**config.mk**
```make
export PLATFORM = sky130hd
export DESIGN_NAME = cfg_serial_loader
export DESIGN_NICKNAME = d
export VERILOG_FILES = /design/src/rtl/cfgld_pkg.sv /design/src/rtl/cfgld_sync.sv /design/src/rtl/cfgld_shift.sv /design/src/rtl/cfg_serial_loader.sv
export SDC_FILE = /design/constraint.sdc
export NUM_CORES = 1
export LEC_CHECK = 0
export CAP_MARGIN = 20
export CORE_ASPECT_RATIO = 2
export CORE_UTILIZATION = 36
export DETAILED_ROUTE_END_ITERATION = 8
export PLACE_DENSITY_LB_ADDON = 0.2
export SYNTH_ARGS = -nofsm -noshare
export SYNTH_HDL_FRONTEND = slang
export SYNTH_HIERARCHICAL = 1
export SYNTH_SLANG_ARGS = --single-unit
```
**constraint.sdc**
```tcl
create_clock -name clk -period 2 [get_ports clk]
set_input_delay 0.4 -clock clk [delete_from_list [all_inputs] [get_ports clk]]
set_output_delay 0.4 -clock clk [all_outputs]
set_load 0.1 [all_outputs]
```
**src/rtl/cfgld_pkg.sv**
```systemverilog
package cfgld_pkg;
  localparam int WORD_W   = 32;
  localparam int FREQ_W   = 15;
  localparam int SEP_W    = 8;
  localparam int PWR_W    = 4;
  localparam int CNT_W    = $clog2(WORD_W + 1);
  // number of captured bits once the band-select bit is in
  localparam int BAND_CNT = 2;

  typedef struct packed {
    logic              clk_only;
    logic              band_hi;
    logic [FREQ_W-1:0] freq;
    logic [SEP_W-1:0]  sep;
    logic              div4;
    logic [PWR_W-1:0]  pwr;
    logic              ask_sel;
    logic              clk_en;
  } cfg_t;
endpackage

```
**src/rtl/cfgld_sync.sv**
```systemverilog
module cfgld_sync #(
  parameter int N      = 3,
  parameter int STAGES = 2
) (
  input  logic         clk,
  input  logic         rst,
  input  logic [N-1:0] d_i,
  output logic [N-1:0] q_o
);
  for (genvar g = 0; g < N; g++) begin : g_line
    logic [STAGES-1:0] chain;
    always_ff @(posedge clk) begin
      if (rst) chain <= '0;
      else     chain <= {chain[STAGES-2:0], d_i[g]};
    end
    assign q_o[g] = chain[STAGES-1];
  end
endmodule

```
**src/rtl/cfgld_shift.sv**
```systemverilog
module cfgld_shift
  import cfgld_pkg::*;
(
  input  logic clk,
  input  logic rst,
  input  logic en_q,
  input  logic sck_q,
  input  logic din_q,
  output cfg_t cfg_q,
  output logic part_q,
  output logic done_q
);
  logic              sck_prev;
  logic              sck_rise, sck_fall;
  logic [CNT_W-1:0]  cnt;
  logic [WORD_W-1:0] sh;
  logic              load;

  always_ff @(posedge clk) begin
    if (rst) sck_prev <= 1'b0;
    else     sck_prev <= sck_q;
  end

  assign sck_rise = sck_q & ~sck_prev;
  assign sck_fall = ~sck_q & sck_prev;
  assign load     = en_q && sck_fall && (cnt == CNT_W'(WORD_W)) && !done_q;

  always_ff @(posedge clk) begin
    if (rst || !en_q) begin
      cnt    <= '0;
      part_q <= 1'b0;
      done_q <= 1'b0;
    end else begin
      if (sck_rise && (cnt < CNT_W'(WORD_W)))
        cnt <= cnt + CNT_W'(1);
      if (sck_fall && (cnt == CNT_W'(BAND_CNT)))
        part_q <= 1'b1;
      if (load)
        done_q <= 1'b1;
    end
  end

  always_ff @(posedge clk) begin
    if (rst)
      sh <= '0;
    else if (en_q && sck_rise && (cnt < CNT_W'(WORD_W)))
      sh <= {sh[WORD_W-2:0], din_q};
  end

  always_ff @(posedge clk) begin
    if (rst)       cfg_q <= '0;
    else if (load) cfg_q <= cfg_t'(sh);
  end
endmodule

```
**src/rtl/cfg_serial_loader.sv**
```systemverilog
module cfg_serial_loader
  import cfgld_pkg::*;
#(
  parameter int SYNC_STAGES = 2
) (
  input  logic              clk,
  input  logic              rst,
  input  logic              en_i,
  input  logic              sck_i,
  input  logic              sdio_i,
  output logic              clock_only,
  output logic              band_hi,
  output logic [FREQ_W-1:0] freq_word,
  output logic [SEP_W-1:0]  sep_word,
  output logic              div4_sel,
  output logic [PWR_W-1:0]  pwr_lvl,
  output logic              mod_ask,
  output logic              clk_out_en,
  output logic              part_done,
  output logic              cfg_done,
  output logic              ask_data,
  output logic              fsk_data
);
  logic [2:0] raw, synced;
  logic       en_q, sck_q, din_q;
  cfg_t       cfg;

  assign raw = {en_i, sck_i, sdio_i};

  cfgld_sync #(.N(3), .STAGES(SYNC_STAGES)) u_sync (
    .clk (clk),
    .rst (rst),
    .d_i (raw),
    .q_o (synced)
  );

  assign {en_q, sck_q, din_q} = synced;

  cfgld_shift u_shift (
    .clk    (clk),
    .rst    (rst),
    .en_q   (en_q),
    .sck_q  (sck_q),
    .din_q  (din_q),
    .cfg_q  (cfg),
    .part_q (part_done),
    .done_q (cfg_done)
  );

  always_ff @(posedge clk) begin
    if (rst) begin
      ask_data <= 1'b0;
      fsk_data <= 1'b0;
    end else begin
      ask_data <= cfg_done &  cfg.ask_sel & din_q;
      fsk_data <= cfg_done & ~cfg.ask_sel & din_q;
    end
  end

  assign clock_only = cfg.clk_only;
  assign band_hi    = cfg.band_hi;
  assign freq_word  = cfg.freq;
  assign sep_word   = cfg.sep;
  assign div4_sel   = cfg.div4;
  assign pwr_lvl    = cfg.pwr;
  assign mod_ask    = cfg.ask_sel;
  assign clk_out_en = cfg.clk_en;
endmodule

```
Word level (Yosys, flattened, before mapping)
Index checks and enable logic that the tools add are counted.
- register bits after elaboration: 81
- input port bits: 5
- output and inout port bits: 36
- word-level logic and storage cells: 41
- add/sub/neg operators: 1
- order comparisons: 1
- equal/unequal tests: 2
- bitwise operators: 9
- reduce and logical (&&, ||, !) cells: 10
- operators by type and width (kind ; number):
    $logic_and A1 B1 Y1 ; 7
    $add A6 B1 Y6 const B ; 1
    $and A1 B1 Y1 ; 6
    $eq A6 B2 Y1 const B ; 1
    $eq A6 B6 Y1 const B ; 1
    $lt A6 B6 Y1 const B ; 1
    $not A1 Y1 ; 3
    $logic_not A1 Y1 ; 2
    $logic_or A1 B1 Y1 ; 1

Depth between registers and ports, before layout
Gate-level depths: netlist (run 1).
- depth in word-level cells: 5
- gate-level depth with buffers: 6
- gate-level depth less buffers: 5

Cells and area by module
Netlist (run 1), hierarchy kept.
- modules (own cells, without submodules) (module ; times used ; cells each ; area an instance (sq um) ; sequential area each (sq um)):
    cfgld_shift ; 1 ; 325 ; 2965.3 ; 1461.4
    cfgld_sync ; 1 ; 15 ; 180.2 ; 120.1
    cfg_serial_loader ; 1 ; 4 ; 63.8 ; 40.0

Worst setup path after synthesis (run 1)
Ideal clock, no wire load.
- path kind: register to register
- from: reg u_shift.done_q
- to: reg u_shift/cfg_q[10] in the netlist's numbering
- library setup time: 0.072 ns
- data arrival time: 1.691 ns
- required time: 1.928 ns
- setup slack: 0.237 ns
- cell stages (with the launch flop): 5
- buffers on the path: 1
- period minus slack after synthesis: 1.763 ns
- cells stage by stage: dfxtp_1 > nand4b_1 > nor3_4 > buf_6 > mux2i_1
- cells in the longest elaborated chain, start to end: 2
- ends and longest elaborated chain (what ; RTL line ; RTL):
    from (decl) ; cfgld_shift.sv:11 ; output logic done_q
    from (signal assigned) ; cfgld_shift.sv:32 ; done_q <= 1'b0;
    from (signal assigned) ; cfgld_shift.sv:39 ; done_q <= 1'b1;
    $logic_not A1 Y1 ; cfgld_shift.sv:26 ; assign load = en_q && sck_fall && (cnt == CNT_W'(WORD_W)) && !done_q;
    $logic_and A1 B1 Y1 ; cfgld_shift.sv:26 ;
    to (signal assigned) ; cfgld_shift.sv:52 ; else if (load) cfg_q <= cfg_t'(sh);
    to (decl) ; cfgld_shift.sv:9 ; output cfg_t cfg_q,
Every way passes these cells.
A chain may end at the register's enable or synchronous reset.

Final worst setup path (run 1)
- from: reg u_shift.sck_prev
- to: reg u_shift/cfg_q[16] in the netlist's numbering
- cells in the longest elaborated chain, start to end: 4
- ends and longest elaborated chain (what ; RTL line ; RTL):
    from (decl) ; cfgld_shift.sv:13 ; logic sck_prev;
    from (signal assigned) ; cfgld_shift.sv:21 ; else sck_prev <= sck_q;
    $and A1 B1 Y1 ; cfgld_shift.sv:25 ; assign sck_fall = ~sck_q & sck_prev;
    $logic_and A1 B1 Y1 (3 in series) ; cfgld_shift.sv:26 ;
Every way passes these cells.

==> summary.md, run 1 <==
| Metric | Value |
|---|---|
| Via density per instance | `4.82` |
| Pre-antenna DRT Iters | `4` |
| Clk Tree Root Cell | `clkbuf_16` |
| Cell area after synthesis | `3210 µm²` |
| Initial Utilization | `0.371` |
| CTS tree | `done` |
| Crit path DAT | `~2000 ps` |
| DRT Wirelength | `6.27 mm` |
| Final period util | `0.876` |
| EDFF count, synth | `0` |
| Pin count of the biggest net entering global routing | `34` |
| Max Cap Violations | `0` |
| Setup CP Type | `reg -> reg` |
| Ys flop type | `dfxtp_1` |
| Worst rel slew slack | `0.546` |
| CP startpoint kind | `register` |
| First-pass GRT wire length | `between 10 and 15 mm` |
| CP max FO | `33` |
| Reg2reg setup slack | `between 200 and 250 ps` |
| Fillers | `roughly 900` |
| Status | `finished, final reports clean` |
| DR WL/cell | `13.1 µm` |
| Core area | `8650 µm²` |
| Most common cell after layout, fill and taps aside | `dfxtp_1` |
| DR DRC count | `0` |
| Die footprint | `between 9000 and 10000 µm²` |
| Cts hold-fix bufs | `0` |
| Clock Pin Slew Worst Setup and Hold Paths | `about 60 ps` |
| Maximum VDD drop | `0.000448 V` |
| Num CTS Buffers | `9` |
| Setup TNS | `0 ps` |
| Clock skew | `about 3.4 ps` |
| WHS Path Cells | `1` |
| Die X-Extent | `68.8 µm` |
| FF-to-FF path depth | `4` |
| Final Max Tran Viols | `0` |
| GRT Residual Overflow | `0` |
| H-tree levels | `3` |
| Req. time, crit path | `about 2300 ps` |
| Hold Startpoint | `u_sync/g_line[2].chain[0]` |
| Post-CTS Setup Repair Bufs | `0` |
| Share of post-route cells with drive strength above 1 | `0.167` |
| Area occupied by multi-input gates | `1460 µm²` |
| DRT antenna net count | `0` |
| Via Count | `roughly 2300` |
| Post-synth ARST share | `0` |
| Worst hold slack | `450 ps` |
| Post-synth top area cell | `dfxtp_1` |
| Unrepaired setup endpoints after global routing | `false` |
| FF+latch area | `around 1600 µm²` |
| Post-CTS sizing | `0` |
| Sequential element share of the synthesized area | `0.505` |
| Hold EP | `u_sync/g_line[2].chain[1]` |
| All-Layer GR Usage | `0.151` |
| Count of input and output buffers | `40` |
| Final setup violation count | `0` |
| Final Power | `between 3 and 4 mW` |
| Vias in the first global route | `2252` |
| Fin crit period | `approximately 1800 ps` |
| Static Leak | `1.31 nW` |
| Detailed Route Iter0 Violations | `between 70 and 80` |
| TritonCTS Sinks | `about 80` |
| Crit end category | `register` |
| Reg-to-reg endpoint | `u_shift/cfg_q[16]` |
| Syn_area_per_cell | `9.33 µm²` |
| FMAX | `roughly 0.57 GHz` |
| Maximum buffer depth of the clock tree | `2` |
| Antenna violations before repair | `0` |
| Unique cell type count in the Yosys netlist | `31` |
| Worst-Margin Slew | `roughly 670 ps` |
| RR Startpoint | `u_shift/sck_prev` |
| Syn Inst Count | `344` |
| Area contributors post-synth | `dfxtp_1 (51%), nand2b_1 (13%), mux2i_1 (10%)` |
| RePlAce Congestion | `0.749` |
| #FFs+latches synth | `81` |
| Net count reported at finish | `383` |
| Die height | `136 µm` |
| Antenna Cells | `0` |
| Tightest Hold Check Type | `reg -> reg` |
| HPWL Detailed | `approximately 4.1 mm` |
| Syn nets | `~350` |
| Most frequent cells in the layout | `dfxtp_1 (81), nand2_1 (69), nand2b_1 (65), buf_4 (41), a21oi_1 (36)` |
| Power Density | `roughly 830 nW/µm²` |
| Area grow syn2layout | `19.8%` |
| I/O pin count | `41` |
| Yosys warns | `6` |
| Core Rows | `48` |
| Latest clock arrival within the worst-skew pair | `~330 ps` |
| Hold Fails Final Rpt | `0` |
| Post-synth top area share | `0.505` |
==> per-layer routing <==
| metal | track usage | vias to the layer above | routed length (µm) |
|---|---|---|---|
| met5 | 0 | - | 0 |
| met1 | 0.163 | 1077 | 2650 |
| met4 | 0.0850 | 0 | 132 |
| li1 | - | 1181 | - |
| met2 | 0.257 | 40 | 3260 |
| met3 | 0.0370 | 8 | 223 |
==> state kept, by name, summed over array words and instances, names as in the netlist <==
signal	cells
ask_data	1
u_shift/sh	32
u_shift/cnt	6
u_sync/g_line.chain	6
u_shift/cfg_q	32
u_shift/sck_prev	1
u_shift/part_q	1
fsk_data	1
u_shift/done_q	1
==> power breakdown <==
group / switching, mW / internal, mW
Sequential: 0.00550 / 1.62
Clock: 0.582 / 0.896
Combinational: 0.0364 / 0.0366
==> area by class of cell <==
class / count / area share
inverters: 3 / 0.00293
flip-flops and latches: 81 / 0.422
multi-input cells: 234 / 0.380
repair buffers: 46 / 0.0944
clock buffers: 14 / 0.0687
well taps: 100 / 0.0325
==> stage by stage <==
stage	std cells	utilization	area [µm²]	setup WS, ps
after global routing	478	0.445	3840	140
final	478	0.445	3840	248
after detailed placement	464	0.414	3580	243
after CTS	478	0.445	3840	232
after global placement	464	0.414	3580	310
after floorplan	344	-	3210	237
==> cell usage after synthesis (3+ instances only) <==
| cell | n |
|---|---|
| nand2b_1 | 65 |
| clkbuf_1 | 20 |
| buf_6 | 3 |
| inv_1 | 3 |
| nand2_1 | 69 |
| dfxtp_1 | 81 |
| ha_1 | 3 |
| nor2b_1 | 7 |
| buf_4 | 3 |
| a21oi_1 | 36 |
| mux2i_1 | 32 |
==> critical path, cell delays in order, from the launching register on <==
cell and delay, ps:
dfxtp_1 440, or4b_4 520, nor3_4 220, buf_12 280, mux2i_1 210
==> kinds of logic after synthesis <==
| kind of cell | Yosys count | share of synthesized area |
|---|---|---|
| adders and majority gates | 3 | 0.0117 |
| xor gates and xnor gates | 1 | 0.00273 |
| buffers and inverters | 29 | 0.0444 |
| DFF | 81 | 0.505 |
| muxes | 32 | 0.0998 |
| and+or+nand+nor | 157 | 0.266 |
| AOI/OAI and AO/OA | 41 | 0.0698 |
==> worst max-delay path by stage <==
stage                           from                end
global placement    u_shift/sck_prev  u_shift/cfg_q[18]
finish              u_shift/sck_prev  u_shift/cfg_q[16]
global route        u_shift/sck_prev  u_shift/cfg_q[16]
CTS                 u_shift/sck_prev   u_shift/cfg_q[0]
detailed placement  u_shift/sck_prev   u_shift/cfg_q[8]
floorplan             u_shift/done_q  u_shift/cfg_q[10]
Note: power is estimated with default switching activity, not from simulation.
==> inputs of run 2 (changes only) <==
Settings changed: CORE_ASPECT_RATIO 2 to not set, SKIP_LAST_GASP set to 1.
==> summary.md, run 2 (synthesized netlist as in run 1, its figures left out) <==
| Metric | Value |
|---|---|
| DR WL/cell | `about 12 µm` |
| Core Rows | `34` |
| Die X-Extent | `96.4 µm` |
| First-pass GRT wire length | `approximately 9.6 mm` |
| DRT Wirelength | `about 5.8 mm` |
| Maximum VDD drop | `0.000276 V` |
| Via density per instance | `4.62` |
| Cts hold-fix bufs | `0` |
| Util after Layout | `0.438` |
| GRT Residual Overflow | `0` |
| Final Max Tran Viols | `0` |
| Max Cap Violations | `0` |
| Antenna Cells | `0` |
| Clock skew | `about 3.4 ps` |
| DR DRC count | `0` |
| TritonCTS Sinks | `between 80 and 90` |
| Unrepaired setup endpoints after global routing | `false` |
| Maximum buffer depth of the clock tree | `2` |
| Most frequent cells in the layout | `dfxtp_1 (81), nand2_1 (69), nand2b_1 (65), buf_4 (39), a21oi_1 (36)` |
| Crit end category | `register` |
| Setup TNS | `0 ps` |
| Worst-Margin Slew | `about 600 ps` |
| CP peak stage delay | `510 ps` |
| HPWL Detailed | `about 3.5 mm` |
| Post-CTS Setup Repair Bufs | `0` |
| Vias in the first global route | `1997` |
| Share of post-route cells with drive strength above 1 | `0.172` |
| Die footprint | `9300 µm²` |
| Clk Tree Root Cell | `clkbuf_8` |
| CP startpoint kind | `register` |
| H-tree levels | `3` |
| Post-CTS sizing | `0` |
| Core area | `around 8700 µm²` |
| I/O pin count | `41` |
| Worst rel slew slack | `0.594` |
| Reg2reg setup slack | `250 ps` |
| Most common cell after layout, fill and taps aside | `dfxtp_1` |
| Hold Fails Final Rpt | `0` |
| Net count reported at finish | `382` |
| Regs by FF count | `u_shift/cfg_q (32), u_shift/sh (32)` |
| Worst-path cell chain | `or4b_4, nor3_4, buf_12, mux2i_1` |
| Pin count of the biggest net entering global routing | `67` |
| Power Density | `771 nW/µm²` |
| FMAX | `0.570 GHz` |
| Antenna violations before repair | `0` |
| Count of input and output buffers | `40` |
| Via Count | `2252` |
| DRT antenna net count | `0` |
| Final period util | `0.877` |
| CTS tree | `done` |
| Num CTS Buffers | `9` |
| Req. time, crit path | `2280 ps` |
| CP max FO | `32` |
| Pre-antenna DRT Iters | `4` |
| Static Leak | `1.29 nW` |
| All-Layer GR Usage | `0.137` |
| Clock Pin Slew Worst Setup and Hold Paths | `80 ps` |
| Latest clock arrival within the worst-skew pair | `340 ps` |
| Tightest Hold Check Type | `in -> reg` |
| Crit path DAT | `2030 ps` |
| Worst path slowest cell | `or4b_4` |
| Die height | `between 90 and 100 µm` |
| Fin crit period | `about 1800 ps` |
| Area grow syn2layout | `18.5%` |
| Setup CP Type | `reg -> reg` |
| Final setup violation count | `0` |
| RePlAce Congestion | `0.736` |
| Worst hold slack | `364 ps` |
| Initial Utilization | `0.370` |
| Detailed Route Iter0 Violations | `96` |
| Status | `finished, final reports clean` |
-- run 2: final cells by class --
type                            instances  area (µm²)
Fill cell                             893        4870
Sequential cell                        81        1620
Multi-Input combinational cell        234        1460
Timing Repair Buffer                   45         368
Clock buffer                           14         173
Tap cell                              108         135
Clock inverter                          2        35.0
Inverter                                3        11.3
-- run 2: path summary, 6_finish.rpt --
kind | start | endpoint | cells past startpoint
setup / recovery | u_shift/sck_prev | u_shift/cfg_q[13] | 4
hold reg to reg | u_sync/g_line[1].chain[0] | u_sync/g_line[1].chain[1] | 1
setup reg to reg | u_shift/sck_prev | u_shift/cfg_q[13] | 4
hold / removal | rst | u_shift/sck_prev | 2
-- run 2: report_power, final --
| group | internal [mW] | switching [mW] | total, mW |
|---|---|---|---|
| Sequential | 1.62 | 0.00421 | 1.62 |
| Combinational | 0.0380 | 0.0349 | 0.0728 |
| Clock | 0.679 | 0.558 | 1.24 |
| Total | 2.33 | 0.597 | 2.93 |
-- run 2: through the flow --
stage / cell area [µm²] / total power [mW] / worst slack [ps] / instances
2_1_floorplan: 3210 / 1.71 / 237 / 344
3_3_place_gp: 3600 / 1.73 / 304 / 471
3_5_place_dp: 3600 / 1.73 / 257 / 471
4_1_cts: 3800 / 2.97 / 227 / 487
5_1_grt: 3800 / 3.07 / 94.2 / 487
6_report: 3800 / 2.93 / 246 / 487
-- run 2: metal layers --
metal  wire length (µm)  global-route usage
met5                  0                   0
met4                 63              0.0551
met3                232              0.0469
met2               2570               0.210
met1               2900               0.176
-- run 2: critical path: cells and delay by family (launching register included) --
family	cells	cell delay (ps)
flops	1	430
mux	1	220
buf+inv	1	270
simple gates	2	740
==> inputs of run 3 (changes only) <==
Settings changed: SKIP_CTS_REPAIR_TIMING set to 1, SKIP_LAST_GASP 1 to not set.
==> results of run 3 <==
Same layout as run 2: the final DEF is identical, and so are final timing and power.
